## config.mk

```make
export PLATFORM = sky130hd
export DESIGN_NAME = edo_cycle_ctrl
export DESIGN_NICKNAME = d
export VERILOG_FILES = /design/src/rtl/edo_pkg.sv /design/src/rtl/edo_cycle_ctrl.sv
export SDC_FILE = /design/constraint.sdc
export NUM_CORES = 1
export LEC_CHECK = 0
export BUFFER_PORTS_ARGS = -buffer_cell sky130_fd_sc_hd__buf_2
export CAP_MARGIN = 25
export CORE_UTILIZATION = 41
export CTS_CLUSTER_SIZE = 40
export DETAILED_ROUTE_END_ITERATION = 7
export GPL_TIMING_DRIVEN = 0
export PLACE_DENSITY = 0.79
export RECOVER_POWER = 100
export SKIP_CTS_REPAIR_TIMING = 1
export SYNTH_ARGS = -nofsm -noshare
export SYNTH_HDL_FRONTEND = slang
export SYNTH_SLANG_ARGS = --single-unit
```

## constraint.sdc

```tcl
create_clock -name clk -period 1.5 [get_ports clk]
set_input_delay 0.3 -clock clk [delete_from_list [all_inputs] [get_ports clk]]
set_output_delay 0.3 -clock clk [all_outputs]
set_load 0.05 [all_outputs]
```

## src/rtl/edo_pkg.sv

```systemverilog
// Package: shared types for the EDO DRAM device model.
// Assumes strobe levels are carried as pin levels (1 = high, inactive).
package edo_pkg;

    typedef enum logic [2:0] {
        CYC_IDLE    = 3'd0,
        CYC_READ    = 3'd1,
        CYC_EWRITE  = 3'd2,
        CYC_ROWOPEN = 3'd3,
        CYC_CBR     = 3'd4,
        CYC_PAGE_RD = 3'd5,
        CYC_PAGE_WR = 3'd6
    } cyc_e;

    typedef struct packed {
        logic ras;
        logic cas;
        logic we;
        logic oe;
    } strobes_t;

endpackage

```

## src/rtl/edo_cycle_ctrl.sv

```systemverilog
// Module: edo_cycle_ctrl
// Decodes cycles from sampled strobe events: row latch, refresh from the
// internal counter, column reads and writes, page-mode columns, and the
// output-enable state with extended data-out hold after the column strobe.
// Assumes events come from edo_strobe_sampler; late write is not decoded.
module edo_cycle_ctrl
    import edo_pkg::*;
#(
    parameter int ADDR_W   = 11,
    parameter int ROW_BITS = 4,
    parameter int COL_BITS = 4,
    parameter int DATA_W   = 8
) (
    input  logic                clk,
    input  logic                rst_n,
    input  strobes_t            cur,
    input  strobes_t            fall,
    input  logic [ADDR_W-1:0]   addr_q,
    input  logic [DATA_W-1:0]   din_q,
    input  logic [DATA_W-1:0]   rd_data,
    output logic                wr_en,
    output logic [ROW_BITS-1:0] row_sel,
    output logic [COL_BITS-1:0] col_sel,
    output logic [DATA_W-1:0]   wr_data,
    output logic [DATA_W-1:0]   dout,
    output logic                drive,
    output cyc_e                cyc,
    output logic [ROW_BITS-1:0] ref_row
);

    logic [ROW_BITS-1:0] row_q;
    logic                first_col;
    logic                rd_valid;
    logic                both_high;
    logic                col_evt;

    // Event qualifiers shared by the write port and the state update.
    always_comb begin
        both_high = cur.ras && cur.cas;
        col_evt   = fall.cas && !cur.ras && !fall.ras &&
                    (cyc != CYC_CBR) && (cyc != CYC_IDLE);
        wr_en     = col_evt && !cur.we;
        row_sel   = row_q;
        col_sel   = addr_q[COL_BITS-1:0];
        wr_data   = din_q;
    end

    // Cycle state, row latch, refresh counter and output drive.
    always_ff @(posedge clk) begin
        if (!rst_n) begin
            cyc       <= CYC_IDLE;
            row_q     <= '0;
            ref_row   <= '0;
            first_col <= 1'b0;
            rd_valid  <= 1'b0;
            drive     <= 1'b0;
            dout      <= '0;
        end else if (both_high) begin
            cyc      <= CYC_IDLE;
            rd_valid <= 1'b0;
            drive    <= 1'b0;
        end else if (fall.ras) begin
            rd_valid <= 1'b0;
            drive    <= 1'b0;
            if (!cur.cas) begin
                cyc     <= CYC_CBR;
                ref_row <= ref_row + 1'b1;
            end else begin
                cyc       <= CYC_ROWOPEN;
                row_q     <= addr_q[ROW_BITS-1:0];
                first_col <= 1'b1;
            end
        end else if (col_evt) begin
            first_col <= 1'b0;
            if (!cur.we) begin
                cyc      <= first_col ? CYC_EWRITE : CYC_PAGE_WR;
                rd_valid <= 1'b0;
                drive    <= 1'b0;
            end else begin
                cyc      <= first_col ? CYC_READ : CYC_PAGE_RD;
                dout     <= rd_data;
                rd_valid <= 1'b1;
                drive    <= !cur.oe;
            end
        end else if (cur.oe) begin
            drive <= 1'b0;
        end else if (fall.we && rd_valid) begin
            rd_valid <= 1'b0;
            drive    <= 1'b0;
        end else if (fall.oe && rd_valid) begin
            drive <= 1'b1;
        end
    end

    // both strobes high always leaves the bus released.
    assert_idle_release_R1: assert property (@(posedge clk) disable iff (!rst_n)
        (cur.ras && cur.cas) |=> (!drive && cyc == CYC_IDLE));

    // a row fall under a low column strobe advances the refresh row by one.
    assert_refresh_step_R3: assert property (@(posedge clk) disable iff (!rst_n)
        (fall.ras && !cur.cas) |=> (ref_row == ROW_BITS'($past(ref_row) + 1'b1)));

    // the refresh counter moves only on a counter refresh.
    assert_refresh_hold_R3: assert property (@(posedge clk) disable iff (!rst_n)
        !(fall.ras && !cur.cas) |=> $stable(ref_row));

    // early-write accesses never drive the bus.
    assert_write_quiet_R5: assert property (@(posedge clk) disable iff (!rst_n)
        (cyc == CYC_EWRITE || cyc == CYC_PAGE_WR || cyc == CYC_CBR) |-> !drive);

    // output enable high releases the bus on the next cycle.
    assert_oe_release_R8: assert property (@(posedge clk) disable iff (!rst_n)
        cur.oe |=> !drive);

endmodule

```

# Word-level counts from Yosys, hierarchy flattened
# Cells that the tools add are included.
# classes
add_sub_neg	1
n_eq_ne	3
muxes	18
bitwise_logic	4
reduce_logical	23
# op_table
operator	n
two-way mux 3 bit	6
two-way mux 1 bit	12
AND reduction 3 bit	3
logical AND 1 bit	8
adder 4 x 1 -> 4 bit (second input constant)	1
logical NOT 1 bit	4
NOT 1 bit	4
AND reduction 4 bit	1
nonzero test 2 bit	2
nonzero test 4 bit	1
!= test 3 bit (second input constant)	1
nonzero test 3 bit	1
OR reduction 3 bit	1
!= test 2 x 1 -> 1 bit (second input constant)	1
!= test 2 bit (second input constant)	1
AND reduction 2 bit	1
OR reduction 2 bit	1
# totals
register_bits	22
inputBits	37
wordCells	56

# Longest topological paths before layout
# depth
depth_word	7
depth_mapped	4

# Worst setup path before layout
# OpenSTA, ideal clock, no wires.
# synth_path
kind	flip-flop to flip-flop
start	register cyc[0]
end	register cyc[1]
setup_time_ps	64
arrival_time_ps	2670
slack_ps	-1233
path_stages_with_launch	4
path_buffers	0
cell_sequence	dfxtp_1 nor2_1 nor4_1 o21ba_2
# synth_via
elab_chain_cells	4
# synth_rtl
element	line_no	rtl
start: declaration	edo_cycle_ctrl.sv:27	output cyc_e cyc,
start signal: assignment	edo_cycle_ctrl.sv:76	cyc <= first_col ? CYC_EWRITE : CYC_PAGE_WR;
start signal: assignment	edo_cycle_ctrl.sv:80	cyc <= first_col ? CYC_READ : CYC_PAGE_RD;
!= test 3 bit	edo_cycle_ctrl.sv:41	(cyc != CYC_CBR) && (cyc != CYC_IDLE);
logical AND 1 bit	edo_cycle_ctrl.sv:40	col_evt = fall.cas && !cur.ras && !fall.ras &&
logical AND 1 bit (*)	edo_cycle_ctrl.sv:41	
nonzero test 2 bit (no line) (*)	n/a	
# Every way passes the cells marked *; elsewhere a longest branch is shown, timed or not.
# A chain may end at the register's enable or synchronous reset.

# Worst setup path after layout
# layout_path
start	input port fall[3] (netlist bit)
end	output port wr_en
# layout_via
elab_chain_cells	5
# layout_rtl
element	line_no	rtl
start: declaration	edo_cycle_ctrl.sv:17	input strobes_t fall,
logical NOT 1 bit	edo_cycle_ctrl.sv:40	
logical AND 1 bit (2 in a row)	edo_cycle_ctrl.sv:40	
logical AND 1 bit	edo_cycle_ctrl.sv:41	
logical AND 1 bit	edo_cycle_ctrl.sv:42	wr_en = col_evt && !cur.we;
end: declaration	edo_cycle_ctrl.sv:21	output logic wr_en,
# No other way between the ends.

==> metrics <==
Yosys warnings 0; Final min period 1.45 ns; Initial DRC Count 7; R2R setup slack around 0.090 ns; drt via density 4.82; Syn Std Cell Area around 1100 µm²; Post-Place Cells 194; Mapped Cells 113; Placer Congestion 0.791; Initial DRT Pass Iterations 4; Final period util just under 100%; Worst setup EP type primary output; commonest non-fill, non-tap cell in the layout clkbuf_2; routed vias around 960; share of cells above drive strength 1 39.2%; R2R Path End drive; Initial Util 45.4%; Worst Path Required 1.20 ns; total track usage 17.5%; global-route wire length before repair 3.55 mm; Worst R2R Start cyc[0]; hold slack 0.167 ns; Die H roughly 53 µm; Worst Hold Class input port to flip-flop; post-layout util between 60% and 70%; synth-to-layout area growth 35.9%; Netlist cell types 32; layout net count 210; initial antenna violation count 0; Antenna Violating Nets Remaining 0; setup violators final 0; type of the worst setup path input port to primary output; clock sinks 22; Hold Path End drive; I/O pins 70; register area share after synthesis 41.9%; cts bufs inserted 3; syn avg cell area slightly above 9 µm²; Hold Path Stages 2; drc violations 0; WL per Instance 11.4 µm; Diodes inserted 0; Worst Skew 0.00260 ns; Die X around 53 µm; grt ovf 0; actual slew at the worst max-slew pin 0.594 ns; clock tree from TritonCTS yes; Die Area 2770 µm²; RSZ-0062 raised after global routing false; Post-Syn Nets 151; clock buffer depth 2; FP Rows 17; worst-path fanout max 10; port bufs 53; Slew Limit Fails 0; #FFs+latches synth 22; Worst Path Arrival 1.15 ns; final hold vios 0; f_max 0.691 GHz; Final TNS setup 0 ns; # H-tree levels 1; Slew headroom 60.6%; crit path launch type input port; status finished, final reports clean; dpl hpwl about 1.8 mm; Max IR drop VDD 0.702 mV; hold_sp cur[0]; Clk pin slew, worst setup/hold paths 0.13 ns; cell depth of the worst flop-to-flop path 3; Root Driver clkbuf_4; max-cap violations 0; Core ar. 2320 µm²; vias in the first global route 854; clk_lat worst skew slightly above 0.3 ns; largest net degree at the start of global routing 14; routed wire length about 2.3 mm; pwr dens 891 nW/µm²; commonest cells after routing, fill and taps aside 22 x clkbuf_2, 20 x nand2_1, 20 x dfxtp_1, 20 x buf_2, 15 x clkbuf_1; Leak 0.659 nW; non-filler cells, final 199
-- final cells by class --
| class | count | area (µm²) |
|---|---|---|
| fill | 224 | 888 |
| multi-input combinational | 73 | 520 |
| sequential | 22 | 448 |
| timing repair buffer | 54 | 264 |
| buffer | 17 | 111 |
| clock buffer | 4 | 47.5 |
| tap | 28 | 35.0 |
| inverter | 1 | 3.75 |
-- registers in the layout, indices dropped and copies added (netlist names) --
signal / count
drive: 1
row_sel: 4
ref_row: 4
first_col: 1
cyc: 3
dout: 8
rd_valid: 1
-- worst max-delay path by stage --
stage | slack, ns | to | startpoint
detailed placement | -0.05 | wr_en | fall[3]
floorplan | 0.001 | wr_en | cyc[0]
finish | 0.05 | wr_en | fall[3]
CTS | -0.15 | wr_en | cyc[0]
global placement | -0.05 | wr_en | fall[3]
global route | 0.007 | wr_en | fall[3]
-- stage by stage --
step                      total power, W  setup slack [ns]  cell area, µm²
after floorplan                 0.000823           0.00133            1080
after global placement          0.000891           -0.0502            1380
after detailed placement        0.000897           -0.0515            1380
after CTS                        0.00128            -0.154            1430
after global routing             0.00133           0.00700            1430
final                            0.00127            0.0529            1430
-- worst max-delay path: stages --
cell and delay [ns]:
buf_2 0.12, clkbuf_2 0.19, nor4_4 0.33, buf_6 0.20
-- cells by family (layout without fill, tap and decap cells) --
family,Yosys count,after routing,share of synthesized area [%]
AND/OR/NAND/NOR,44,44,22.0
adder cells (fa/ha/maj),1,1,1.19
multiplexers,14,14,13.3
XOR/XNOR,2,2,1.66
AO/OA/AOI/OAI,12,12,9.16
flip-flops,22,22,41.9
buffers and inverters,18,76,10.8
-- cell usage after synthesis --
cell / n / area (µm²)
buf_4: 12 / 90.1
or2b_1: 1 / 7.51
xnor2_1: 1 / 8.76
nor4b_1: 1 / 8.76
a21oi_1: 1 / 5.00
a2111oi_2: 1 / 15.0
nand4b_1: 1 / 8.76
nand2b_1: 3 / 18.8
nor2b_1: 7 / 43.8
dfxtp_1: 22 / 440
clkbuf_1: 4 / 15.0
xor2_1: 1 / 8.76
nand2_1: 20 / 75.1
a21boi_0: 1 / 7.51
inv_1: 1 / 3.75
o21ba_2: 2 / 20.0
and4b_1: 1 / 10.0
a211oi_1: 1 / 7.51
mux2i_1: 14 / 140
nor2_1: 2 / 7.51
a221o_1: 1 / 10.0
nand3b_1: 2 / 15.0
nand4_1: 1 / 6.26
o31ai_1: 1 / 7.51
and2_1: 2 / 12.5
buf_2: 1 / 5.00
nor4_1: 1 / 6.26
o221ai_1: 1 / 8.76
ha_1: 1 / 12.5
nand3_1: 1 / 5.00
or2_1: 1 / 6.26
o21ai_0: 3 / 15.0
-- where the power goes --
group          internal (W)  switching [W]  total [W]
Sequential         0.000597      0.0000119   0.000609
Combinational     0.0000883       0.000183   0.000271
Clock              0.000204       0.000190   0.000393
Total              0.000890       0.000384    0.00127
-- layer usage --
| metal | GRT usage, % | routed length [µm] |
|---|---|---|
| met1 | 19.8 | 958 |
| met2 | 30.6 | 1070 |
| met3 | 6.96 | 211 |
| met4 | 3.95 | 23 |
| met5 | 0 | 0 |
Power figures use the tool's default switching activity.
